<file path="config.mk">
export PLATFORM = sky130hd
export DESIGN_NAME = mdio_page_bridge
export DESIGN_NICKNAME = d
export VERILOG_FILES = /design/src/rtl/mpb_pkg.sv /design/src/rtl/mpb_mdc_gen.sv /design/src/rtl/mpb_frame_shifter.sv /design/src/rtl/mpb_access_seq.sv /design/src/rtl/mdio_page_bridge.sv
export SDC_FILE = /design/constraint.sdc
export NUM_CORES = 1
export LEC_CHECK = 0
export ABC_AREA = 1
export BUFFER_PORTS_ARGS = -buffer_cell sky130_fd_sc_hd__buf_2
export CORE_AREA = 2 2 183 185
export DETAILED_ROUTE_END_ITERATION = 10
export DIE_AREA = 0 0 185 187
export HOLD_SLACK_MARGIN = 0.1
export PLACE_DENSITY_LB_ADDON = 0.05
export SKIP_LAST_GASP = 1
export SLEW_MARGIN = 10
export SYNTH_ARGS = -nofsm -noshare
export SYNTH_HDL_FRONTEND = slang
export SYNTH_SLANG_ARGS = --single-unit
</file>
<file path="constraint.sdc">
create_clock -name clk -period 1.5 [get_ports clk]
set_input_delay 0.15 -clock clk [delete_from_list [all_inputs] [get_ports clk]]
set_output_delay 0.15 -clock clk [all_outputs]
set_load 0.02 [all_outputs]
</file>
<file path="src/rtl/mpb_pkg.sv">
`timescale 1ns/1ps
package mpb_pkg;
  // Highest byte-address bit used by the page window split.
  localparam int ADDR_HI    = 17;
  localparam int FRAME_BITS = 64;
  localparam int TA_BIT     = 46;   // first turnaround bit
  localparam int DATA_BIT   = 48;   // first data bit

  localparam logic [4:0] PAGE_PHY      = 5'h18;
  localparam logic [4:0] DATA_PHY_BASE = 5'h10;
  localparam logic [4:0] PAGE_REG      = 5'h00;

  typedef enum logic [2:0] {
    S_IDLE,
    S_PAGE,
    S_SETTLE,
    S_DATA0,
    S_DATA1
  } seq_state_t;

  function automatic logic [8:0] page_of(input logic [ADDR_HI:2] a);
    return a[17:9];
  endfunction

  function automatic logic [4:0] phy_of(input logic [ADDR_HI:2] a);
    return DATA_PHY_BASE | {2'b00, a[8:6]};
  endfunction

  // Even register number holding the lower half; the upper half is +1.
  function automatic logic [4:0] reg_of(input logic [ADDR_HI:2] a);
    return {a[5:2], 1'b0};
  endfunction

  function automatic logic [FRAME_BITS-1:0] frame_word(
    input logic        rd,
    input logic [4:0]  phy,
    input logic [4:0]  rg,
    input logic [15:0] data
  );
    logic [1:0]  op;
    logic [1:0]  ta;
    logic [15:0] dv;
    op = rd ? 2'b10 : 2'b01;
    ta = rd ? 2'b11 : 2'b10;
    dv = rd ? 16'hFFFF : data;
    return {32'hFFFF_FFFF, 2'b01, op, phy, rg, ta, dv};
  endfunction

  function automatic logic both_ones(input logic [15:0] hi, input logic [15:0] lo);
    return (hi == 16'hFFFF) && (lo == 16'hFFFF);
  endfunction
endpackage

</file>
<file path="src/rtl/mpb_mdc_gen.sv">
`timescale 1ns/1ps
module mpb_mdc_gen #(
  parameter int CLK_DIV = 20
) (
  input  logic clk,
  input  logic rst_n,
  input  logic run,
  output logic mdc,
  output logic rise_ev,
  output logic fall_ev
);
  localparam int CW = $clog2(CLK_DIV + 1);

  logic [CW-1:0] cnt;
  logic          phase_end;

  assign phase_end = (cnt == CW'(CLK_DIV - 1));
  // Events mark the last cycle of a phase: MDC changes at the next edge.
  assign rise_ev = run & phase_end & ~mdc;
  assign fall_ev = run & phase_end & mdc;

  always_ff @(posedge clk or negedge rst_n) begin
    if (!rst_n) begin
      cnt <= '0;
      mdc <= 1'b0;
    end else if (!run) begin
      cnt <= '0;
      mdc <= 1'b0;
    end else if (phase_end) begin
      cnt <= '0;
      mdc <= ~mdc;
    end else begin
      cnt <= cnt + 1'b1;
    end
  end

  // MDC rests low once the generator is stopped
  a_r11_idle_low: assert property (@(posedge clk) disable iff (!rst_n)
    !run |=> !mdc) else $error("mdc high while stopped");

  // a rise event is followed by MDC high
  a_r11_rise_follows: assert property (@(posedge clk) disable iff (!rst_n)
    rise_ev |=> mdc) else $error("mdc did not rise");
endmodule

</file>
<file path="src/rtl/mpb_frame_shifter.sv">
`timescale 1ns/1ps
module mpb_frame_shifter
  import mpb_pkg::*;
(
  input  logic        clk,
  input  logic        rst_n,
  input  logic        start,
  input  logic        rd,
  input  logic [4:0]  phy,
  input  logic [4:0]  rg,
  input  logic [15:0] data,
  input  logic        rise_ev,
  input  logic        fall_ev,
  input  logic        mdio_i,
  output logic        busy,
  output logic        mdio_o,
  output logic        mdio_oe,
  output logic        frame_end,
  output logic [15:0] rdata
);
  logic [FRAME_BITS-1:0] shreg;
  logic [5:0]            bitcnt;
  logic                  rd_q;
  logic                  released;

  assign released  = rd_q && (bitcnt >= 6'(TA_BIT));
  assign mdio_o    = shreg[FRAME_BITS-1];
  assign mdio_oe   = busy && !released;
  assign frame_end = busy && fall_ev && (bitcnt == 6'(FRAME_BITS - 1));

  always_ff @(posedge clk or negedge rst_n) begin
    if (!rst_n) begin
      shreg  <= '1;
      bitcnt <= '0;
      busy   <= 1'b0;
      rd_q   <= 1'b0;
    end else if (start) begin
      shreg  <= frame_word(rd, phy, rg, data);
      bitcnt <= '0;
      busy   <= 1'b1;
      rd_q   <= rd;
    end else if (busy && fall_ev) begin
      shreg  <= {shreg[FRAME_BITS-2:0], 1'b1};
      bitcnt <= bitcnt + 1'b1;
      if (bitcnt == 6'(FRAME_BITS - 1)) busy <= 1'b0;
    end
  end

  // Read data is taken in the last cycle of the low phase, as MDC rises.
  always_ff @(posedge clk or negedge rst_n) begin
    if (!rst_n) begin
      rdata <= '0;
    end else if (busy && rise_ev && rd_q && (bitcnt >= 6'(DATA_BIT))) begin
      rdata <= {rdata[14:0], mdio_i};
    end
  end

  // MDIO is released mid-frame only on read frames
  a_r6_release_only_read: assert property (@(posedge clk) disable iff (!rst_n)
    ($fell(mdio_oe) && busy) |-> rd_q) else $error("mdio released on a write frame");

  // the first frame bit is driven
  a_r6_start_drives: assert property (@(posedge clk) disable iff (!rst_n)
    start |=> (mdio_oe && mdio_o)) else $error("preamble not driven");
endmodule

</file>
<file path="src/rtl/mpb_access_seq.sv">
`timescale 1ns/1ps
module mpb_access_seq
  import mpb_pkg::*;
#(
  parameter int SETTLE_CYCLES = 150000
) (
  input  logic              clk,
  input  logic              rst_n,
  input  logic              req_valid,
  output logic              req_ready,
  input  logic              req_write,
  input  logic [ADDR_HI:2]  req_addr,
  input  logic [31:0]       req_wdata,
  output logic              rsp_valid,
  output logic [31:0]       rsp_rdata,
  output logic              rsp_err,
  output logic              frame_kick,
  output logic              frame_rd,
  output logic [4:0]        frame_phy,
  output logic [4:0]        frame_reg,
  output logic [15:0]       frame_data,
  input  logic              frame_end,
  input  logic [15:0]       frame_rdata
);
  localparam int SW = $clog2(SETTLE_CYCLES + 1);

  seq_state_t         state;
  logic               wr_q;
  logic [ADDR_HI:2]   addr_q;
  logic [31:0]        wdata_q;
  logic [15:0]        lo_q;
  logic [SW-1:0]      settle_cnt;

  assign req_ready = (state == S_IDLE);

  // Frame fields for the frame the current state is issuing.
  always_comb begin
    frame_rd   = 1'b0;
    frame_phy  = phy_of(addr_q);
    frame_reg  = reg_of(addr_q);
    frame_data = 16'h0000;
    unique case (state)
      S_DATA0: begin
        frame_rd = !wr_q;
        if (wr_q) begin
          frame_reg  = reg_of(addr_q) | 5'd1;
          frame_data = wdata_q[31:16];
        end
      end
      S_DATA1: begin
        frame_rd = !wr_q;
        if (wr_q) begin
          frame_data = wdata_q[15:0];
        end else begin
          frame_reg = reg_of(addr_q) | 5'd1;
        end
      end
      default: begin
        frame_phy  = PAGE_PHY;
        frame_reg  = PAGE_REG;
        frame_data = {7'b0, page_of(addr_q)};
      end
    endcase
  end

  always_ff @(posedge clk or negedge rst_n) begin
    if (!rst_n) begin
      state      <= S_IDLE;
      wr_q       <= 1'b0;
      addr_q     <= '0;
      wdata_q    <= '0;
      lo_q       <= '0;
      settle_cnt <= '0;
      frame_kick <= 1'b0;
      rsp_valid  <= 1'b0;
      rsp_rdata  <= '0;
      rsp_err    <= 1'b0;
    end else begin
      frame_kick <= 1'b0;
      rsp_valid  <= 1'b0;
      unique case (state)
        S_IDLE: begin
          if (req_valid) begin
            wr_q       <= req_write;
            addr_q     <= req_addr;
            wdata_q    <= req_wdata;
            state      <= S_PAGE;
            frame_kick <= 1'b1;
          end
        end
        S_PAGE: begin
          if (frame_end) begin
            state      <= S_SETTLE;
            settle_cnt <= SW'(SETTLE_CYCLES - 1);
          end
        end
        S_SETTLE: begin
          if (settle_cnt == '0) begin
            state      <= S_DATA0;
            frame_kick <= 1'b1;
          end else begin
            settle_cnt <= settle_cnt - 1'b1;
          end
        end
        S_DATA0: begin
          if (frame_end) begin
            lo_q       <= frame_rdata;
            state      <= S_DATA1;
            frame_kick <= 1'b1;
          end
        end
        S_DATA1: begin
          if (frame_end) begin
            state     <= S_IDLE;
            rsp_valid <= 1'b1;
            rsp_rdata <= wr_q ? 32'h0 : {frame_rdata, lo_q};
            rsp_err   <= !wr_q && both_ones(frame_rdata, lo_q);
          end
        end
        default: state <= S_IDLE;
      endcase
    end
  end

  // acceptance drops ready in the next cycle
  a_r8_ready_drops: assert property (@(posedge clk) disable iff (!rst_n)
    (req_valid && req_ready) |=> !req_ready) else $error("ready stayed high");

  // the response is a single-cycle pulse
  a_r8_rsp_single: assert property (@(posedge clk) disable iff (!rst_n)
    rsp_valid |=> !rsp_valid) else $error("rsp_valid longer than one cycle");

  // data frames only start once the settle count has run out
  a_r2_settle_done: assert property (@(posedge clk) disable iff (!rst_n)
    (state == S_DATA0 && $past(state) == S_SETTLE) |-> ($past(settle_cnt) == '0))
    else $error("settle cut short");

  // the error flag never accompanies a write response
  a_r9_err_only_read: assert property (@(posedge clk) disable iff (!rst_n)
    (rsp_valid && rsp_err) |-> !wr_q) else $error("error on write");
endmodule

</file>
<file path="src/rtl/mdio_page_bridge.sv">
`timescale 1ns/1ps
module mdio_page_bridge
  import mpb_pkg::*;
#(
  parameter int CLK_DIV       = 20,
  parameter int SETTLE_CYCLES = 150000
) (
  input  logic        clk,
  input  logic        rst_n,
  input  logic        req_valid,
  output logic        req_ready,
  input  logic        req_write,
  input  logic [15:0] req_addr,
  input  logic [31:0] req_wdata,
  output logic        rsp_valid,
  output logic [31:0] rsp_rdata,
  output logic        rsp_err,
  output logic        mdc,
  output logic        mdio_o,
  output logic        mdio_oe,
  input  logic        mdio_i
);
  logic        frame_kick;
  logic        frame_rd;
  logic [4:0]  frame_phy;
  logic [4:0]  frame_reg;
  logic [15:0] frame_data;
  logic        frame_end;
  logic [15:0] frame_rdata;
  logic        shifter_busy;
  logic        rise_ev;
  logic        fall_ev;

  mpb_access_seq #(.SETTLE_CYCLES(SETTLE_CYCLES)) u_seq (
    .clk         (clk),
    .rst_n       (rst_n),
    .req_valid   (req_valid),
    .req_ready   (req_ready),
    .req_write   (req_write),
    .req_addr    (req_addr),
    .req_wdata   (req_wdata),
    .rsp_valid   (rsp_valid),
    .rsp_rdata   (rsp_rdata),
    .rsp_err     (rsp_err),
    .frame_kick  (frame_kick),
    .frame_rd    (frame_rd),
    .frame_phy   (frame_phy),
    .frame_reg   (frame_reg),
    .frame_data  (frame_data),
    .frame_end   (frame_end),
    .frame_rdata (frame_rdata)
  );

  mpb_mdc_gen #(.CLK_DIV(CLK_DIV)) u_mdc (
    .clk     (clk),
    .rst_n   (rst_n),
    .run     (shifter_busy),
    .mdc     (mdc),
    .rise_ev (rise_ev),
    .fall_ev (fall_ev)
  );

  mpb_frame_shifter u_shift (
    .clk       (clk),
    .rst_n     (rst_n),
    .start     (frame_kick),
    .rd        (frame_rd),
    .phy       (frame_phy),
    .rg        (frame_reg),
    .data      (frame_data),
    .rise_ev   (rise_ev),
    .fall_ev   (fall_ev),
    .mdio_i    (mdio_i),
    .busy      (shifter_busy),
    .mdio_o    (mdio_o),
    .mdio_oe   (mdio_oe),
    .frame_end (frame_end),
    .rdata     (frame_rdata)
  );

  // the response pulse comes with the bridge idle again
  a_r8_rsp_at_idle: assert property (@(posedge clk) disable iff (!rst_n)
    rsp_valid |-> req_ready) else $error("response while busy");

  // MDIO is not driven while MDC rests and the bridge is idle
  a_r10_idle_quiet: assert property (@(posedge clk) disable iff (!rst_n)
    (req_ready && !frame_kick) |-> !mdio_oe) else $error("mdio driven while idle");
endmodule

</file>
==> metrics.txt, run 1 <==
failing checks=negative setup slack; die extent in y=approximately 190 µm; most frequent cells in the layout=nand2_1, dfrtp_1, buf_4; share of layout cells above drive strength 1=50.62%; Detailed Place HPWL=roughly 17000 µm; RR Startpoint=u_mdc.cnt[0]; hold endpoint=u_seq.wdata_q[26]; CTS H-Tree Depth=1; Worst Tran Pin Value=about 0.34 ns; drt total wl=27650 µm; hold depth=4; Num CTS Buffers=26; CTS tree=built; Seq cells post-synth=215; CP Data Required Time=between 1 and 1.5 ns; Non-Filler Instances=roughly 1800; Syn Nets=1096; fin area=between 15000 and 20000 µm²; Mapped Avg Cell Area=around 9.3 µm²; Hold Crit Class=input pin to register; asr flop ratio synth=100.0%; YS warnings=0; clock buffer depth=3; die area=34600 µm²; setup TNS=-29.93 ns; Skew-Pair Late Insertion Delay=around 0.53 ns; status=complete, but fails checks; DR WL/cell=between 15 and 20 µm; final clock skew=around 0.016 ns; Pins Over Slew Limit=0; Iteration-0 DRC Markers=~330; CTS Sinks=roughly 220; 1st-pass router iterations=4; P_int=0.009814 W; final setup margin=-0.3389 ns; IO Port Bufs=90; RSZ-0062 raised after global routing=yes; Max Cap Violations=0; Crit Path Max Fanout=2; number of flops mapped to enable cells by yosys=0; GRT Resource Usage Total=between 10% and 20%; number of global-route vias before repair=approximately 8400; Unique masters post-synth=46; CTS root buffer=clkbuf_16; core area=32860 µm²; largest net degree at the start of global routing=just under 60; Area Overhead vs Synth=61.19%; sequential area share after synthesis=56.32%; Period Utilization, post-route=122.6%; Mapped Cells=1039; ant diodes=0; Area after DPL=between 10000 and 15000 µm²; die span in x=185 µm; Worst R2R Setup Slack=-0.26 ns; Worst-path clk slew=around 0.060 ns; GPL Wtd Cong=between 0.7 and 0.8; initial antenna violation count=0; Logic pwr share=2.6%; dominant synthesized flop cell=dfrtp_1; cell area after synthesis=9696 µm²; Slew headroom=77.17%; Top Ports=between 90 and 100; largest area contributor in the netlist=dfrtp_1; crit path launch type=register; Worst Hold Launch=req_valid; Setup Crit Path Kind=register to output port; setup violators final=190; Power Dens Cells=800.3 nW/µm²; crit path DAT=~1.7 ns; row cnt=67; Vias=a little over 8000; ranking of synthesized cells by area=dfrtp_1, dfstp_2, nand2_1, mux2_2, nand3_1; Routed Antenna Nets=0; Seq pwr share=a little under half; FMAX=roughly 540 MHz; detailed-route DRC error count=0; CP endpoint kind=output port; first-pass GRT wire length=roughly 46000 µm; Initial Util=around 30%; Final nets=about 1400; P_sw=0.002694 W; Vias/cell=~4.4; Hold WS=roughly 0.23 ns; clock share of power=50.9%; R2R Path End=u_seq.rsp_rdata[29]; Post-Place Cells=1651; most common cell after layout, fill and taps aside=nand2_1; grt ovf=0; Tmin final=1.839 ns; Hold Fails Final Rpt=0; Reg2Reg Depth=11; top cell type's share of synthesized area=approximately two fifths; Leak Pwr=roughly 7.4 nW; switching share of total power=between 20% and 30%; Worst VDD drop=~0.74 mV
[cells by family after synthesis]
kind of cell,Yosys count,share of synthesized area (%)
compound gates,134,8.814
xor+xnor,3,0.2711
fa+ha+maj,4,0.5162
buf+inv,137,6.194
flops,215,56.32
mux,48,5.575
simple gates,498,22.31
[synthesized netlist by cell type (2+ instances only)]
library cell and n:
nor2_4 2, nand3_1 68, clkbuf_1 7, dfstp_2 64
buf_6 2, dfrtp_1 151, mux2_2 48, inv_2 6
nor3b_1 2, a31oi_2 9, a21oi_1 14, nand2_1 294
nor2_1 85, buf_12 2, nand4_1 8, buf_2 28
inv_1 88, o21ai_0 52, nand2_4 3, nor2_2 6
nor3_4 2, a22oi_1 35, o21ai_1 13, nand2_2 16
a31oi_1 4, or2_2 2, nor3_1 3, xor2_1 2
nand3_2 2, clkinv_1 2, ha_1 4
[sequential cells by signal (all words and copies together) (netlist names)]
name              flops
u_seq.settle_cnt     18
u_seq.rsp_rdata      32
u_seq.lo_q           16
u_seq.frame_kick      1
u_shift.rd_q          1
u_mdc.mdc             1
u_seq.addr_q         16
u_shift.bitcnt        6
u_shift.shreg        64
u_seq.wdata_q        32
u_seq.rsp_err         1
u_mdc.cnt             5
u_shift.rdata        16
u_seq.state           3
u_shift.busy          1
u_seq.rsp_valid       1
u_seq.wr_q            1
[layout make-up]
type / count / area, µm²
sequential: 215 / 5464
fill: 3157 / 17230
clock inverter: 5 / 80.08
multi-input combinational: 695 / 5011
clock buffer: 42 / 772.0
timing repair buffer: 325 / 3296
inverter: 98 / 434.2
timing repair inverter: 1 / 11.26
tap: 448 / 560.5
[power by group through the flow]
stage / logic [W] / clock network [W] / registers (W)
finish: 0.000327 / 0.00637 / 0.00581
global route: 0.000372 / 0.00687 / 0.00581
CTS: 0.000343 / 0.00655 / 0.00581
detailed placement: 0.000232 / 0 / 0.00591
global placement: 0.000234 / 0 / 0.00591
floorplan: 0.00000374 / 0 / 0.00591
[how the worst max path moves through the flow]
stage	slack, ns	start	cells past startpoint	to
3_3_place_gp	-0.19	u_seq.state[0]	5	u_seq.rsp_rdata[16]
3_5_place_dp	-0.15	u_mdc.cnt[1]	10	u_shift.shreg[50]
4_1_cts	-0.43	u_shift.bitcnt[1]	6	mdio_oe
2_1_floorplan	-0.08	u_mdc.cnt[0]	11	u_shift.shreg[56]
5_1_grt	-0.46	u_shift.bitcnt[1]	6	mdio_oe
6_report	-0.34	u_shift.bitcnt[1]	6	mdio_oe
[per-layer routing]
layer	share of wire, %	wire length, µm	global-route usage [%]	vias to the layer above
met5	0	0	0	-
met4	1.6	430	3.449	0
met3	3.2	893	2.531	30
met2	47	12900	26.46	111
met1	49	13430	23.50	3927
li1	-	-	-	4069
[critical path, cell delays in order (launching register included)]
cell and delay (ns):
dfrtp_1 0.39, buf_6 0.13, ha_4 0.16, nor2_4 0.08, o21ai_2 0.06, a31oi_2 0.16, buf_4 0.18
[metrics by stage]
| step | total power, W | setup WS (ns) | util (%) |
|---|---|---|---|
| after floorplan | 0.005915 | -0.08251 | - |
| after global placement | 0.006144 | -0.1903 | 35.34 |
| after detailed placement | 0.006142 | -0.1518 | 35.34 |
| after CTS | 0.01270 | -0.4339 | 45.32 |
| after global routing | 0.01305 | -0.4627 | 47.56 |
| final | 0.01251 | -0.3389 | 47.56 |
[timing repair]
| action | in CTS | in global routing |
|---|---|---|
| pin swaps | 55 | 60 |
| resized for setup | 231 | 185 |
| setup endpoints to repair | 191 | 214 |
| hold buffers | 52 | 1 |
| endpoints found under the hold margin | 265 | 18 |
| cloned | 28 | 4 |
| setup buffers | 40 | 21 |
(Power assumes the default switching activity.)
==> inputs of run 2 (changes only) <==
CORE_AREA = 2 2 168 202   (was 2 2 183 185)
DIE_AREA = 0 0 170 204   (was 0 0 185 187)
==> run 2 against run 1 <==
Against the previous run: the flow still finishes with violations (negative setup slack); non-clock buffer count increased by 12; clock skew decreased by 0.0080 ns; sequential power about the same; largest power group unchanged; combinational power increased by 2%; wire length increased by 4.5%.
==> metrics.txt, run 2 (synthesized netlist as in run 1, its figures left out) <==
drt total wl=28890 µm; final clock skew=roughly 0.0084 ns; number of global-route vias before repair=~8600; Max Cap Violations=0; CP endpoint kind=output port; P_sw=between 0.002 and 0.003 W; Vias=between 8000 and 9000; status=complete, but fails checks; IO Port Bufs=90; 1st-pass router iterations=4; Hold Fails Final Rpt=0; core area=~33000 µm²; grt ovf=0; Period Utilization, post-route=121.6%; P_int=between 0.009 and 0.01 W; CTS Sinks=approximately 220; Num CTS Buffers=26; Post-Place Cells=1618; detailed-route DRC error count=0; share of layout cells above drive strength 1=53.27%; flip-flop count of the largest register after layout=64; Detailed Place HPWL=around 17000 µm; GRT Resource Usage Total=~17%; setup violators final=between 150 and 200; Top Ports=between 90 and 100; biggest regs=u_shift.shreg (64), u_seq.rsp_rdata (32), u_seq.wdata_q (32); Worst VDD drop=slightly below 0.7 mV; Area after DPL=approximately 12000 µm²; failing checks=negative setup slack; Hold Crit Class=input pin to async pin; CTS root buffer=clkbuf_16; initial antenna violation count=0; Area Overhead vs Synth=65.44%; largest net degree at the start of global routing=45; crit path launch type=register; CP Data Required Time=about 1.4 ns; crit path DAT=between 1.5 and 2 ns; RSZ-0062 raised after global routing=yes; Worst R2R Setup Slack=-0.21 ns; Leak Pwr=roughly 7.6 nW; Vias/cell=roughly 4.5; CTS H-Tree Depth=1; Worst-path clk slew=approximately 0.060 ns; die extent in y=around 200 µm; Hold WS=around 0.11 ns; Pins Over Slew Limit=0; DR WL/cell=16.01 µm; fin util=between 40 and 50%; Final nets=roughly 1400; CTS tree=built; clock share of power=about half; fin area=between 15000 and 20000 µm²; Worst Tran Pin Value=~0.37 ns; row cnt=73; Setup Crit Path Kind=register to output port; Tmin final=between 1.5 and 2 ns; Logic pwr share=2.6%; Initial Util=between 20% and 30%; FMAX=between 500 and 600 MHz; GPL Wtd Cong=0.7432; Power Dens Cells=a little under 800 nW/µm²; Skew-Pair Late Insertion Delay=0.52 ns; switching share of total power=21.12%; most frequent cells in the layout=nand2_1, dfrtp_1, buf_4; first-pass GRT wire length=46490 µm; final setup margin=-0.3243 ns; Routed Antenna Nets=0; die area=34680 µm²; die span in x=about 170 µm; Non-Filler Instances=1805; Iteration-0 DRC Markers=between 300 and 400; Crit Path Max Fanout=2; Seq pwr share=around 46%; most common cell after layout, fill and taps aside=nand2_1; largest reg by FF count=u_shift.shreg; Slew headroom=75.48%; ant diodes=0; clock buffer depth=3
[run 2: cell count changes in the layout (fill, tap and decap cells not counted), moves of 9 or more]
cell     change
a31oi_4     +13
nand3_2     +11
nand3_1     -12
o21ai_1      +9
a31oi_2     -10
[run 2: metrics by stage]
step / TNS, ns / setup slack, ns / power (W)
6_report: -23.08 / -0.3243 / 0.01264
5_1_grt: -42.26 / -0.4009 / 0.01314
2_1_floorplan: -6.266 / -0.08251 / 0.005915
4_1_cts: -31.19 / -0.4528 / 0.01287
3_3_place_gp: -16.45 / -0.1675 / 0.006152
3_5_place_dp: -17.38 / -0.1936 / 0.006149
[run 2: worst paths after layout]
| kind | start | to | cells past startpoint |
|---|---|---|---|
| max | u_shift.bitcnt[0] | mdio_oe | 7 |
| min | rst_n | u_seq.rsp_rdata[26] | 2 |
| max reg2reg | u_shift.bitcnt[1] | u_seq.settle_cnt[9] | 11 |
| min reg2reg | u_shift.shreg[1] | u_shift.shreg[1] | 2 |
| max in group asynchronous | rst_n | u_shift.shreg[35] | 3 |
| min in group clk | req_valid | u_seq.frame_kick | 4 |
[run 2: power groups by stage]
stage,clock [W],sequential [W],combinational (W)
finish,0.00649,0.00581,0.000334
global route,0.00695,0.00581,0.000376
CTS,0.00672,0.00581,0.000346
global placement,0,0.00591,0.000242
detailed placement,0,0.00591,0.000239
floorplan,0,0.00591,0.00000374
[run 2: area by class of cell]
cell class / count / area [µm²]
fillers: 3084 / 16840
flip-flops and latches: 215 / 5464
clock buffers: 41 / 839.6
repair buffers: 337 / 3495
clock inverters: 7 / 62.56
multi-input cells: 695 / 5215
well taps: 412 / 515.5
inverters: 98 / 449.2
[run 2: layer usage]
| layer | part of all wire (%) | track usage, % | wire length, µm | up-vias |
|---|---|---|---|---|
| met2 | 50 | 29.17 | 14370 | 120 |
| met3 | 3.0 | 2.149 | 864 | 38 |
| li1 | - | - | - | 4076 |
| met5 | 0 | 0 | 0 | - |
| met1 | 45 | 22.48 | 13140 | 3973 |
| met4 | 1.8 | 3.663 | 517 | 0 |
[run 2: critical path: stages, from the launching register on]
cell and delay, ns:
dfrtp_1 0.40, buf_6 0.13, inv_4 0.05, ha_4 0.12, nor2_2 0.03, o21ai_2 0.15
a31oi_4 0.11, buf_6 0.15
[run 2: timing repair]
item	CTS	global route
endpoints found under the setup margin	190	211
cloned	29	7
pin swaps	72	77
hold buffers	51	0
buffers inserted	47	28
endpoints found under the hold margin	265	0
resized for setup	243	248
==> inputs of run 3 (changes only) <==
SKIP_CTS_REPAIR_TIMING = 1   (was unset)
==> run 3 against run 2 <==
Against the previous run: the flow still finishes with violations (negative setup slack); combinational power barely moved; cell count fell by 1.3%; sequential power barely moved; register-to-register slack got worse by 0.06 ns; via count fell by 1.3%; power barely moved; core utilization fell by 2.3 points; first-iteration DRC count fell by 20%; worst hold slack got worse by 0.00099 ns; sequential share of layout area rose by 1.7 points; critical endpoint unchanged.
==> metrics.txt, run 3 (synthesized netlist as in run 1, its figures left out) <==
initial antenna violation count=0; detailed-route DRC error count=0; Iteration-0 DRC Markers=between 200 and 300; GRT Resource Usage Total=14.53%; CP endpoint kind=output port; Detailed Place HPWL=roughly 17000 µm; Worst Tran Pin Value=between 0.3 and 0.4 ns; 1st-pass router iterations=4; Top Ports=91; most common cell after layout, fill and taps aside=nand2_1; crit path DAT=~1.7 ns; Crit Path Max Fanout=4; number of global-route vias before repair=about 7700; Power Dens Cells=826.8 nW/µm²; IO Port Bufs=90; die extent in y=around 200 µm; Worst VDD drop=around 0.63 mV; Reg2Reg Depth=10; failing checks=negative setup slack; Worst-path clk slew=about 0.060 ns; Period Utilization, post-route=122.2%; Hold Fails Final Rpt=0; CTS tree=built; CTS root buffer=clkbuf_16; Skew-Pair Late Insertion Delay=roughly 0.53 ns; Pins Over Slew Limit=0; setup violators final=around 210; row cnt=73; CTS Sinks=about 220; first-pass GRT wire length=40790 µm; final setup margin=-0.3337 ns; Final nets=~1400; Routed Antenna Nets=0; share of layout cells above drive strength 1=a little under half; RR Startpoint=u_shift.bitcnt[0]; Vias/cell=approximately 4.5; final clock skew=0.007700 ns; CP startpoint=u_shift.bitcnt[1]; R2R Path End=u_seq.rsp_rdata[18]; biggest regs=u_shift.shreg (64), u_seq.rsp_rdata (32), u_seq.wdata_q (32); Initial Util=between 20% and 30%; Num CTS Buffers=26; largest reg by FF count=u_shift.shreg; Overall Power=0.01264 W; Leak Pwr=between 7 and 8 nW; most frequent cells in the layout=nand2_1, dfrtp_1, buf_4; fin util=a little under half; FMAX=~550 MHz; Worst R2R Setup Slack=-0.27 ns; clock buffer depth=3; flip-flop count of the largest register after layout=64; die span in x=between 150 and 200 µm; CP Data Required Time=~1.4 ns; Tmin final=1.834 ns; status=complete, but fails checks; die area=34680 µm²; Area Overhead vs Synth=57.63%; Hold Crit Class=input pin to async pin; Setup Crit Path Kind=register to output port; CTS H-Tree Depth=1; GPL Wtd Cong=approximately 0.74; grt ovf=0; largest net degree at the start of global routing=45; core area=32880 µm²; RSZ-0062 raised after global routing=yes; Hold WS=between 0.1 and 0.15 ns; crit path launch type=register; ant diodes=0; Max Cap Violations=0; Slew headroom=76.41%; drt total wl=between 20000 and 30000 µm; CP endpoint=mdio_oe; DR WL/cell=about 16 µm; Vias=between 8000 and 9000
==> run 3: report_power, final <==
group	switching [W]	internal, W
clock	0.00250	0.00399
combinational	0.000168	0.000164
sequential	0.000000841	0.00581
total	0.00267	0.00997
==> run 3: worst min path at each step <==
stage / endpoint / slack (ns) / cells after the start
after CTS: u_seq.rsp_rdata[25] / -0.49 / 1
after global routing: u_seq.rsp_rdata[25] / 0.12 / 2
after detailed placement: u_seq.rsp_rdata[25] / 0.07 / 1
final: u_seq.rsp_rdata[26] / 0.11 / 2
after global placement: u_seq.rsp_rdata[26] / 0.07 / 1
after floorplan: u_mdc.cnt[0] / -0.15 / 0
==> run 3: area by class of cell <==
cell class,count,area [µm²]
clock inverters,7,62.56
fillers,3160,17600
repair buffers,313,3132
clock buffers,41,839.6
well taps,412,515.5
inverters,98,441.7
flip-flops and latches,215,5464
repair inverters,1,8.758
multi-input cells,695,4820
==> run 3: routing by layer <==
metal / track usage (%) / wire length, µm / vias up
met4: 3.449 / 473 / 0
li1: - / - / 4025
met1: 19.47 / 12980 / 3931
met2: 24.40 / 14080 / 113
met3: 2.634 / 844 / 35
met5: 0 / 0 / -
==> run 3: worst max-delay path: stages (launching register included) <==
cell     delay [ns]
dfrtp_1        0.39
buf_6          0.14
ha_4           0.16
nor2_4         0.07
o21ai_2        0.08
a31oi_4        0.19
buf_6          0.14
==> run 3: through the flow <==
stage / worst slack (ns) / cell area, µm² / TNS, ns / instances
after floorplan: -0.08251 / 9832 / -6.266 / 1039
after CTS: -0.5668 / 12520 / -21.32 / 1666
after detailed placement: -0.1936 / 11610 / -17.38 / 1618
final: -0.3337 / 15280 / -27.87 / 1782
after global routing: -0.4158 / 15280 / -48.32 / 1782
after global placement: -0.1675 / 11610 / -16.45 / 1618
